--- src/rtl/vss_pkg.sv ---
package vss_pkg;
   localparam int unsigned VSS_ELEM_W = 7;
   localparam int unsigned VSS_SUB_W  = 2;
   localparam int unsigned VSS_SIDES  = 2;

   typedef enum logic [0:0] {
      SIDE_SRC = 1'b0,
      SIDE_DST = 1'b1
   } vss_side_e;

   typedef enum logic [0:0] {
      ORD_SUB_INNER = 1'b0,
      ORD_SUB_OUTER = 1'b1
   } vss_order_e;
endpackage

--- src/rtl/vss_last_calc.sv ---
module vss_last_calc #(
   parameter int unsigned ELEM_W = vss_pkg::VSS_ELEM_W
) (
   input  logic [ELEM_W-1:0] vl,
   output logic [ELEM_W-1:0] last_elem
);
   localparam logic [ELEM_W-1:0] ZERO = '0;
   localparam logic [ELEM_W-1:0] ONE  = ELEM_W'(1);

   always_comb begin
      if (vl == ZERO) last_elem = ZERO;
      else            last_elem = vl - ONE;
   end
endmodule

--- src/rtl/vss_side.sv ---
module vss_side #(
   parameter int unsigned ELEM_W = vss_pkg::VSS_ELEM_W,
   parameter int unsigned SUB_W  = vss_pkg::VSS_SUB_W
) (
   input  logic              clk,
   input  logic              rst,
   input  logic              adv,
   input  logic              clr,
   input  vss_pkg::vss_order_e order,
   input  logic [ELEM_W-1:0] last_elem,
   input  logic [SUB_W-1:0]  subvl,
   output logic [ELEM_W-1:0] elem_o,
   output logic [SUB_W-1:0]  sub_o,
   output logic              elem_end_o,
   output logic              sub_end_o
);
   localparam logic [ELEM_W-1:0] E_ONE = ELEM_W'(1);
   localparam logic [SUB_W-1:0]  S_ONE = SUB_W'(1);

   logic [ELEM_W-1:0] elem_q, elem_d;
   logic [SUB_W-1:0]  sub_q, sub_d;
   logic              elem_end, sub_end;

   assign elem_end = (elem_q == last_elem);
   assign sub_end  = (sub_q == subvl);

   always_comb begin
      elem_d = elem_q;
      sub_d  = sub_q;
      if (clr) begin
         elem_d = '0;
         sub_d  = '0;
      end else if (adv) begin
         if (order == vss_pkg::ORD_SUB_OUTER) begin
            if (elem_end) begin
               elem_d = '0;
               if (!sub_end) sub_d = sub_q + S_ONE;
            end else begin
               elem_d = elem_q + E_ONE;
            end
         end else begin
            if (sub_end) begin
               sub_d = '0;
               if (!elem_end) elem_d = elem_q + E_ONE;
            end else begin
               sub_d = sub_q + S_ONE;
            end
         end
      end
   end

   always_ff @(posedge clk) begin
      if (rst) begin
         elem_q <= '0;
         sub_q  <= '0;
      end else begin
         elem_q <= elem_d;
         sub_q  <= sub_d;
      end
   end

   assign elem_o     = elem_q;
   assign sub_o      = sub_q;
   assign elem_end_o = elem_end;
   assign sub_end_o  = sub_end;
endmodule

--- src/rtl/vss_end_logic.sv ---
module vss_end_logic #(
   parameter int unsigned ELEM_W = vss_pkg::VSS_ELEM_W,
   parameter int unsigned SUB_W  = vss_pkg::VSS_SUB_W,
   parameter int unsigned SIDES  = vss_pkg::VSS_SIDES
) (
   input  logic [ELEM_W-1:0] vl,
   input  logic [SIDES-1:0]  elem_end,
   input  logic [SIDES-1:0]  sub_end,
   input  logic [ELEM_W-1:0] elem [SIDES],
   output logic              loop_end,
   output logic              done
);
   logic [SIDES-1:0] side_fin, side_ovr;

   for (genvar s = 0; s < SIDES; s++) begin : g_side
      assign side_fin[s] = elem_end[s] & sub_end[s];
      assign side_ovr[s] = sub_end[s] & (elem[s] == vl);
   end

   assign loop_end = |side_fin;
   assign done     = |side_ovr;
endmodule

--- src/rtl/vec_step_seq.sv ---
module vec_step_seq #(
   parameter int unsigned ELEM_W = vss_pkg::VSS_ELEM_W,
   parameter int unsigned SUB_W  = vss_pkg::VSS_SUB_W
) (
   input  logic              clk,
   input  logic              rst,
   input  logic              vec_mode,
   input  logic              step,
   input  logic [ELEM_W-1:0] vl,
   input  logic [SUB_W-1:0]  subvl,
   input  logic              src_pack,
   input  logic              dst_unpack,
   output logic [ELEM_W-1:0] src_elem,
   output logic [SUB_W-1:0]  src_sub,
   output logic [ELEM_W-1:0] dst_elem,
   output logic [SUB_W-1:0]  dst_sub,
   output logic              src_end,
   output logic              dst_end,
   output logic              loop_end,
   output logic              done
);
   localparam int unsigned SIDES = vss_pkg::VSS_SIDES;

   if (ELEM_W < 2) begin : g_bad_elem_w
      $error("vec_step_seq: ELEM_W must be at least 2");
   end
   if (SUB_W < 1 || SUB_W > 4) begin : g_bad_sub_w
      $error("vec_step_seq: SUB_W must be 1 to 4");
   end

   logic [ELEM_W-1:0] last_elem;
   logic [SIDES-1:0]  order_bits;
   logic [SIDES-1:0]  elem_end, sub_end;
   logic [ELEM_W-1:0] elem [SIDES];
   logic [SUB_W-1:0]  sub  [SIDES];
   logic              adv, clr, fin;

   assign order_bits[vss_pkg::SIDE_SRC] = src_pack;
   assign order_bits[vss_pkg::SIDE_DST] = dst_unpack;

   assign adv = step & vec_mode & ~fin;
   assign clr = step & (~vec_mode | fin);

   vss_last_calc #(.ELEM_W(ELEM_W)) u_last (
      .vl        (vl),
      .last_elem (last_elem)
   );

   for (genvar s = 0; s < SIDES; s++) begin : g_side
      vss_side #(.ELEM_W(ELEM_W), .SUB_W(SUB_W)) u_side (
         .clk        (clk),
         .rst        (rst),
         .adv        (adv),
         .clr        (clr),
         .order      (vss_pkg::vss_order_e'(order_bits[s])),
         .last_elem  (last_elem),
         .subvl      (subvl),
         .elem_o     (elem[s]),
         .sub_o      (sub[s]),
         .elem_end_o (elem_end[s]),
         .sub_end_o  (sub_end[s])
      );
   end

   vss_end_logic #(.ELEM_W(ELEM_W), .SUB_W(SUB_W), .SIDES(SIDES)) u_end (
      .vl       (vl),
      .elem_end (elem_end),
      .sub_end  (sub_end),
      .elem     (elem),
      .loop_end (fin),
      .done     (done)
   );

   assign src_elem = elem[vss_pkg::SIDE_SRC];
   assign src_sub  = sub[vss_pkg::SIDE_SRC];
   assign dst_elem = elem[vss_pkg::SIDE_DST];
   assign dst_sub  = sub[vss_pkg::SIDE_DST];
   assign src_end  = elem_end[vss_pkg::SIDE_SRC];
   assign dst_end  = elem_end[vss_pkg::SIDE_DST];
   assign loop_end = fin;
endmodule

--- config.mk ---
export PLATFORM = sky130hd
export DESIGN_NAME = vec_step_seq
export DESIGN_NICKNAME = d
export VERILOG_FILES = /design/src/rtl/vss_pkg.sv /design/src/rtl/vss_last_calc.sv /design/src/rtl/vss_side.sv /design/src/rtl/vss_end_logic.sv /design/src/rtl/vec_step_seq.sv
export SDC_FILE = /design/constraint.sdc
export NUM_CORES = 1
export LEC_CHECK = 0
export BUFFER_PORTS_ARGS = -buffer_cell sky130_fd_sc_hd__buf_4
export CAP_MARGIN = 15
export CORE_ASPECT_RATIO = 2
export CORE_MARGIN = 2
export CORE_UTILIZATION = 40
export CTS_BUF_LIST = sky130_fd_sc_hd__clkbuf_16
export DETAILED_ROUTE_END_ITERATION = 8
export GPL_ROUTABILITY_DRIVEN = 0
export PLACE_DENSITY_LB_ADDON = 0.15
export SYNTH_ARGS = -nofsm -noshare
export SYNTH_HDL_FRONTEND = slang
export SYNTH_HIERARCHICAL = 1
export SYNTH_SLANG_ARGS = --single-unit
--- constraint.sdc ---
create_clock -name clk -period 9.68 [get_ports clk]
set_clock_uncertainty 0.1 [all_clocks]
set_input_delay 0.968 -clock clk [delete_from_list [all_inputs] [get_ports clk]]
set_output_delay 0.968 -clock clk [all_outputs]
set_load 0.005 [all_outputs]
Word-level counts from Yosys, hierarchy flattened --
Index checks and enable logic that the tools add are counted.
Word-level totals: flip-flop bits (word level) 18, input bits 15, output and inout port bits 22, word-level logic and storage cells 58
Operators by class: add/sub/neg operators 5, equal/unequal tests 12, muxes and demuxes 17, bitwise logic cells 10, reductions and logical operators 10
Operators by type and width (number):
- 7-bit 2-to-1 mux | 9
- 7-bit equality test | 4
- 2-bit 2-to-1 mux | 8
- 7-bit by 1-bit adder with 7-bit output (second input constant) | 2
- 3-bit AND reduction | 4
- 2-bit != test (second input constant) | 4
- 1-bit AND | 7
- 7-bit logical NOT | 1
- 7-bit by 1-bit subtractor with 7-bit output (second input constant) | 1
- 2-bit OR reduction | 3
- 2-bit by 1-bit adder with 2-bit output (second input constant) | 2
- 2-bit equality test | 2
- 2-bit by 1-bit != test with 1-bit output (second input constant) | 2
- 2-bit nonzero test | 2
- 1-bit inverter | 2
- 1-bit bitwise OR | 1

Longest topological paths before layout --
Gate-level depths: netlist of the first run.
word-level depth 8, gate-level depth with buffers 16

Modules after synthesis --
The synthesis of the first run kept the hierarchy.
Modules (own cells, without submodules):
- vss_side | instances 2, cells each 86, area each 661.9 µm², seq. area each 180.2 µm²
- vss_end_logic | instances 1, cells each 21, area each 165.2 µm², seq. area each 0.0 µm²
- vss_last_calc | instances 1, cells each 24, area each 162.7 µm², seq. area each 0.0 µm²
- vec_step_seq | instances 1, cells each 3, area each 17.5 µm², seq. area each 0.0 µm²

Least setup slack after synthesis of the first run --
Ideal clock, no wire load.
path kind input to register, start input port vl[4], end register g_side[0].u_side.sub_q[1], setup time 0.060 ns, data arrival time 4.085 ns, slack 5.435 ns, stages on the path 14, buffers on the path 1, cell sequence or4_1 > nor2_1 > mux2_2 > xor2_1 > or3_4 > nor2_1 > a22o_1 > inv_1 > and3_1 > clkbuf_1 > nand2_1 > nor2_1 > a2111oi_0 > and3b_1
Between the ends: word-level cells in the longest chain between the ends 8, elaborated cells on any way between the ends 15, classes of those cells add/sub (1); eq/ne (3); mux (1); bitwise (6); reduce/logical (4)
RTL lines:
- from (decl) | RTL line vec_step_seq.sv:9 | input logic [ELEM_W-1:0] vl,
- 7-bit by 1-bit subtractor with 7-bit output or 7-bit logical NOT (tied branches) | RTL line vss_last_calc.sv:12, vss_last_calc.sv:11
- 7-bit 2-to-1 mux * | RTL line vss_last_calc.sv:11 | if (vl == ZERO) last_elem = ZERO;
- net last_elem[6] | RTL line vec_step_seq.sv:31 | logic [ELEM_W-1:0] last_elem;
- 7-bit equality test * | RTL line vss_side.sv:24 | assign elem_end = (elem_q == last_elem);
- net src_end | RTL line vec_step_seq.sv:17 | output logic src_end,
- 1-bit AND * | RTL line vss_end_logic.sv:16 | assign side_fin[s] = elem_end[s] & sub_end[s];
- 2-bit OR reduction * | RTL line vss_end_logic.sv:20 | assign loop_end = |side_fin;
- net loop_end | RTL line vec_step_seq.sv:19 | output logic loop_end,
- 1-bit inverter * | RTL line vec_step_seq.sv:41 | assign adv = step & vec_mode & ~fin;
- 1-bit AND * | RTL line vec_step_seq.sv:41
- net adv | RTL line vec_step_seq.sv:36 | logic adv, clr, fin;
- 3-bit AND reduction (no source line) *
- to (signal assigned) | RTL line vss_side.sv:58 | sub_q <= sub_d;
- to (decl) | RTL line vss_side.sv:21 | logic [SUB_W-1:0] sub_q, sub_d;
The timed path passes the listed nets; every way through them passes the cells marked *. A chain may end at the register's enable or synchronous reset.

Worst setup path after layout of the first run --
start input port vl[4], end output port loop_end
Between the ends: word-level cells in the longest chain between the ends 5, elaborated cells on any way between the ends 8, classes of those cells add/sub (1); eq/ne (2); mux (1); bitwise (2); reduce/logical (2)
RTL lines (RTL line):
- 7-bit by 1-bit subtractor with 7-bit output or 7-bit logical NOT (tied branches) | vss_last_calc.sv:12, vss_last_calc.sv:11
- 7-bit 2-to-1 mux * | vss_last_calc.sv:11
- net last_elem[4] | vec_step_seq.sv:31
- 7-bit equality test | vss_side.sv:24
- 1-bit AND | vss_end_logic.sv:16
- 2-bit OR reduction * | vss_end_logic.sv:20
- to (decl) | vec_step_seq.sv:19
Marked as above.

==> impl_metrics.env, run 1 <==
export IMPL_core_rowCount=33
export IMPL_rsz0062_at_grt="no"
export IMPL_endpoint_kind="output port"
export IMPL_seq_area_frac_synth_pct=21.6
export IMPL_nets=274
export IMPL_hold_viol=0
export IMPL_first_pass_iters=4
export IMPL_synth_edf_count=0
export IMPL_synth_top_area_share_pct=21.6
export IMPL_drv_cap=0
export IMPL_finalHoldWorstSlack_ps=490
export IMPL_cts_buffers=3
export IMPL_cts_htree_levels=1
export IMPL_avgViaCountPerCell=5.75
export IMPL_routedWlPerCell_um=16.2
export IMPL_clk_latency_ps=250
export IMPL_yosys_warnings=6
export IMPL_netlist_instances=220
export IMPL_fp_dieW_um=49.7
export IMPL_grt_pass1_wl_um=8090
export IMPL_vias=1760
export IMPL_clock_root_buffer="clkbuf_16"
export IMPL_avgSynthCellArea_um2=7.59
export IMPL_hpwl_um=3860
export IMPL_fin_ws_ps=5000
export IMPL_synth_nets=239
export IMPL_grt_max_degree=19
export IMPL_synth_flop_cell="dfxtp_1"
export IMPL_netlist_top_cell_by_area="dfxtp_1"
export IMPL_track_usage_pct=22.1
export IMPL_port_buffer_count=36
export IMPL_synthTopCellsByArea="dfxtp_1, xnor2_1, xor2_1, nand2_1, o32ai_1"
export IMPL_highest_layer="met4"
export IMPL_n_antenna_cell=0
export IMPL_ioPinCount=37
export IMPL_cts_resized=0
export IMPL_synth_seq_cells=18
export IMPL_fin_tns_setup_ps=0
export IMPL_leakagePower_uw=0.000799
export IMPL_die_h_um=95.4
export IMPL_route_met2_wl_um=2760
export IMPL_cp_start_kind="input pin"
export IMPL_max_freq_ghz=0.214
export IMPL_yosysUniqueCellTypes=42
export IMPL_cts_sinks=18
export IMPL_syn_area_mm2=0.00167
export IMPL_critPathKind="in -> out"
export IMPL_tritoncts="built"
export IMPL_worstHoldPathType="reg -> reg"
export IMPL_wl_met3_um=128
export IMPL_layout_common_cells="buf_4, nand2_1, nor2_1, xnor2_1, dfxtp_1"
export IMPL_postCtsHoldBufs=0
export IMPL_antenna_left=0
export IMPL_drt_iter0_drc=41
export IMPL_postCtsSetupBuffers=0
export IMPL_die_area_mm2=0.00474
export IMPL_vdd_drop_max_uv=140
export IMPL_cp_required_ps=8610
export IMPL_synthArstFlopShare_pct=0
export IMPL_overflow=0
export IMPL_maxSlewHeadroom_pct=58.1
export IMPL_run_status="finished clean"
export IMPL_initial_core_util_pct=41.2
export IMPL_place_ws_ps=4820
export IMPL_cts_clk_slew_worst_paths_ps=60
export IMPL_drv_slew=0
export IMPL_worst_ep_arrival_time_ps=3610
export IMPL_tightest_slew_ps=629
export IMPL_core_mm2=0.00405
export IMPL_drc=0
export IMPL_setup_viol=0
export IMPL_wl_met1_um=1960
export IMPL_drive_above_1_share_pct=18.1
export IMPL_grt_pass1_vias=1628
export IMPL_fin_crit_sh_pct=48.4
export IMPL_final_common_cell="buf_4"
export IMPL_min_period_ps=4680
export IMPL_antenna_found_initial=0
export IMPL_cp_max_fo=8
export IMPL_synthToLayoutAreaGrowth_pct=23.5
export IMPL_cts_path_max_buffers=2
export IMPL_power_density_mw_per_mm2=99.1
export IMPL_drt_total_wl_um=4960
==> area by class of cell <==
class	count	area [um^2]
Fill cell	428	1990
Multi-Input combinational cell	190	1260
Sequential cell	18	360
Timing Repair Buffer	36	270
Clock buffer	3	75.1
Tap cell	52	65.1
Inverter	6	22.5
Clock inverter	1	3.75
==> state kept, by name, indices dropped and copies added, names as in the netlist <==
name,count
g_side.u_side/sub_o,4
g_side.u_side/elem_o,14
==> final timing paths <==
check	start	endpoint	slack (ps)	cells after the start
setup / recovery	vl[4]	loop_end	5000	9
hold / removal	g_side[1].u_side/elem_o[6]	g_side[1].u_side/elem_o[6]	490	2
setup reg to reg	g_side[0].u_side/elem_o[4]	g_side[1].u_side/sub_o[1]	6450	10
hold reg to reg	g_side[1].u_side/elem_o[6]	g_side[1].u_side/elem_o[6]	490	2
==> cells in the mapped netlist (5+ instances only) <==
cell type,instances
nand4_1,5
nor2_1,23
or4_1,6
nor4_1,5
dfxtp_1,18
xnor2_1,18
nor3_1,8
inv_1,6
nand3_1,6
a21oi_1,9
o32ai_1,10
xor2_1,16
nand2_1,25
==> logic make-up (layout without fill, tap and decap cells) <==
group	count (synthesis)	count (layout)	share of synthesized area, %
mux	1	1	0.675
buf+inv	12	46	2.70
xor+xnor	34	34	17.8
flops	18	18	21.6
simple gates	101	101	32.4
compound gates	50	50	21.8
fa+ha+maj	4	4	3.00
==> per-layer routing <==
metal	vias up	track usage (%)
met5	-	0
met4	0	9.72
met3	8	2.04
met2	37	42.0
met1	829	24.1
li1	886	-
==> power breakdown <==
group          internal (uW)  switching, uW
clock network           55.1           31.0
logic                   17.5           24.1
registers               74.8           1.68
==> per-stage QoR <==
step | area, um^2 | total power (uW) | std cells | util (%)
global route | 2060 | 214 | 306 | 50.9
finish | 2060 | 204 | 306 | 50.9
CTS | 2060 | 206 | 306 | 50.9
floorplan | 1670 | 104 | 220 | -
detailed placement | 1980 | 120 | 302 | 49.0
global placement | 1980 | 119 | 302 | 49.0
==> worst max-delay path, stage by stage <==
cell     delay, ps
buf_4          140
or4_1          580
nor3b_2        320
nor2_1         160
xor2_1         170
or3_4          420
nor2_1         470
a22o_1         260
buf_4          120
No activity file was read; power rests on OpenSTA's default activity.
==> inputs of run 2 (changes only) <==
Clock period 9.68 ns to 4.2 ns, I/O delays scaled along.
==> impl_metrics.env, run 2 (synthesis gave the netlist of run 1 again) <==
export IMPL_tritoncts="built"
export IMPL_fin_crit_sh_pct=86.5
export IMPL_drv_slew=0
export IMPL_clk_latency_ps=250
export IMPL_maxSlewHeadroom_pct=59.3
export IMPL_leakagePower_uw=0.000818
export IMPL_min_period_ps=3630
export IMPL_postCtsHoldBufs=0
export IMPL_setup_viol=0
export IMPL_endpoint_kind="flip-flop"
export IMPL_die_h_um=95.4
export IMPL_worst_ep_arrival_time_ps=3690
export IMPL_antenna_left=0
export IMPL_cts_htree_levels=1
export IMPL_antenna_found_initial=0
export IMPL_cp_slowest_stage_delay_ps=540
export IMPL_synthToLayoutAreaGrowth_pct=25.0
export IMPL_clock_root_buffer="clkbuf_16"
export IMPL_power_density_mw_per_mm2=224
export IMPL_first_pass_iters=4
export IMPL_fp_dieW_um=49.7
export IMPL_cts_path_max_buffers=2
export IMPL_final_common_cell="buf_4"
export IMPL_initial_core_util_pct=41.2
export IMPL_cts_buffers=3
export IMPL_drt_total_wl_um=4940
export IMPL_cp_max_fo=10
export IMPL_hold_viol=0
export IMPL_drc=0
export IMPL_cts_sinks=18
export IMPL_layout_common_cells="buf_4, nand2_1, nor2_1, xnor2_1, dfxtp_1"
export IMPL_tightest_slew_ps=609
export IMPL_vdd_drop_max_uv=187
export IMPL_fin_tns_setup_ps=0
export IMPL_ioPinCount=37
export IMPL_slowest_stage="or4_4"
export IMPL_grt_pass1_vias=1663
export IMPL_rsz0062_at_grt="no"
export IMPL_routedWlPerCell_um=16.0
export IMPL_max_freq_ghz=0.275
export IMPL_drt_iter0_drc=31
export IMPL_cp_required_ps=4260
export IMPL_drive_above_1_share_pct=19.5
export IMPL_cp_cell_sequence="buf_4 > or4_4 > or4_1 > nand2_1 > xnor2_1 > nand4_1 > nor2_1 > a22o_1 > inv_1 > and3_1 > buf_4 > inv_1 > nor4_1 > a21oi_1 > o32ai_1"
export IMPL_core_mm2=0.00405
export IMPL_path_delay_family="simple AND/OR/NAND/NOR gates"
export IMPL_die_area_mm2=0.00474
export IMPL_cts_clk_slew_worst_paths_ps=50
export IMPL_largest_register_ffs=14
export IMPL_cts_resized=0
export IMPL_core_rowCount=33
export IMPL_crit_buf_inv=4
export IMPL_drv_cap=0
export IMPL_finalHoldWorstSlack_ps=403
export IMPL_cp_start_kind="input pin"
export IMPL_grt_pass1_wl_um=8050
export IMPL_run_status="finished clean"
export IMPL_avgViaCountPerCell=5.68
export IMPL_grt_max_degree=11
export IMPL_critPathKind="in -> reg"
export IMPL_worstHoldPathType="in -> reg"
export IMPL_port_buffer_count=36
export IMPL_hpwl_um=3960
export IMPL_track_usage_pct=22.1
export IMPL_n_antenna_cell=0
export IMPL_vias=1756
export IMPL_postCtsSetupBuffers=0
export IMPL_nets=278
export IMPL_finalPower_uw=467
export IMPL_overflow=0
## run 2: worst paths after layout
path                                                 start                    endpoint  slack (ps)  depth (start not counted)
worst max-delay path                                 vl[0]  g_side[0].u_side/elem_o[5]         570                         15
worst min register to register  g_side[1].u_side/elem_o[6]  g_side[1].u_side/elem_o[6]         460                          2
worst max register to register  g_side[0].u_side/elem_o[4]  g_side[0].u_side/elem_o[5]        1460                         11
worst min-delay path                                   rst  g_side[1].u_side/elem_o[0]         400                          3
## run 2: where the power goes
| part | total [uW] | switching [uW] | internal [uW] |
|---|---|---|---|
| Sequential | 176 | 3.72 | 173 |
| Combinational | 97.6 | 55.8 | 41.8 |
| Clock | 193 | 67.8 | 126 |
## run 2: metrics by stage
step / cells / utilization [%] / cell area (um^2) / setup WS, ps
after floorplan: 220 / - / 1670 / 503
after global placement: 306 / 49.7 / 2010 / 398
after detailed placement: 306 / 49.7 / 2010 / 313
after CTS: 309 / 51.6 / 2090 / 583
after global routing: 309 / 51.6 / 2090 / 257
final: 309 / 51.6 / 2090 / 568
## run 2: worst min-delay path: stages
cell     delay, ps
buf_4          120
or3_1          100
o22ai_1         60
## run 2: layout make-up
class	count	area [um^2]
flip-flops and latches	18	360
multi-input cells	190	1260
well taps	52	65.1
clock buffers	3	75.1
repair buffers	40	300
fillers	455	1960
inverters	6	22.5
## run 2: routing by layer
layer	vias up	share of wire (%)	routed length, um	GRT usage [%]
met5	-	0	0	0
li1	892	-	-	-
met2	41	58	2850	44.0
met4	0	2.7	133	10.2
met3	11	2.4	119	1.57
met1	812	37	1840	22.4
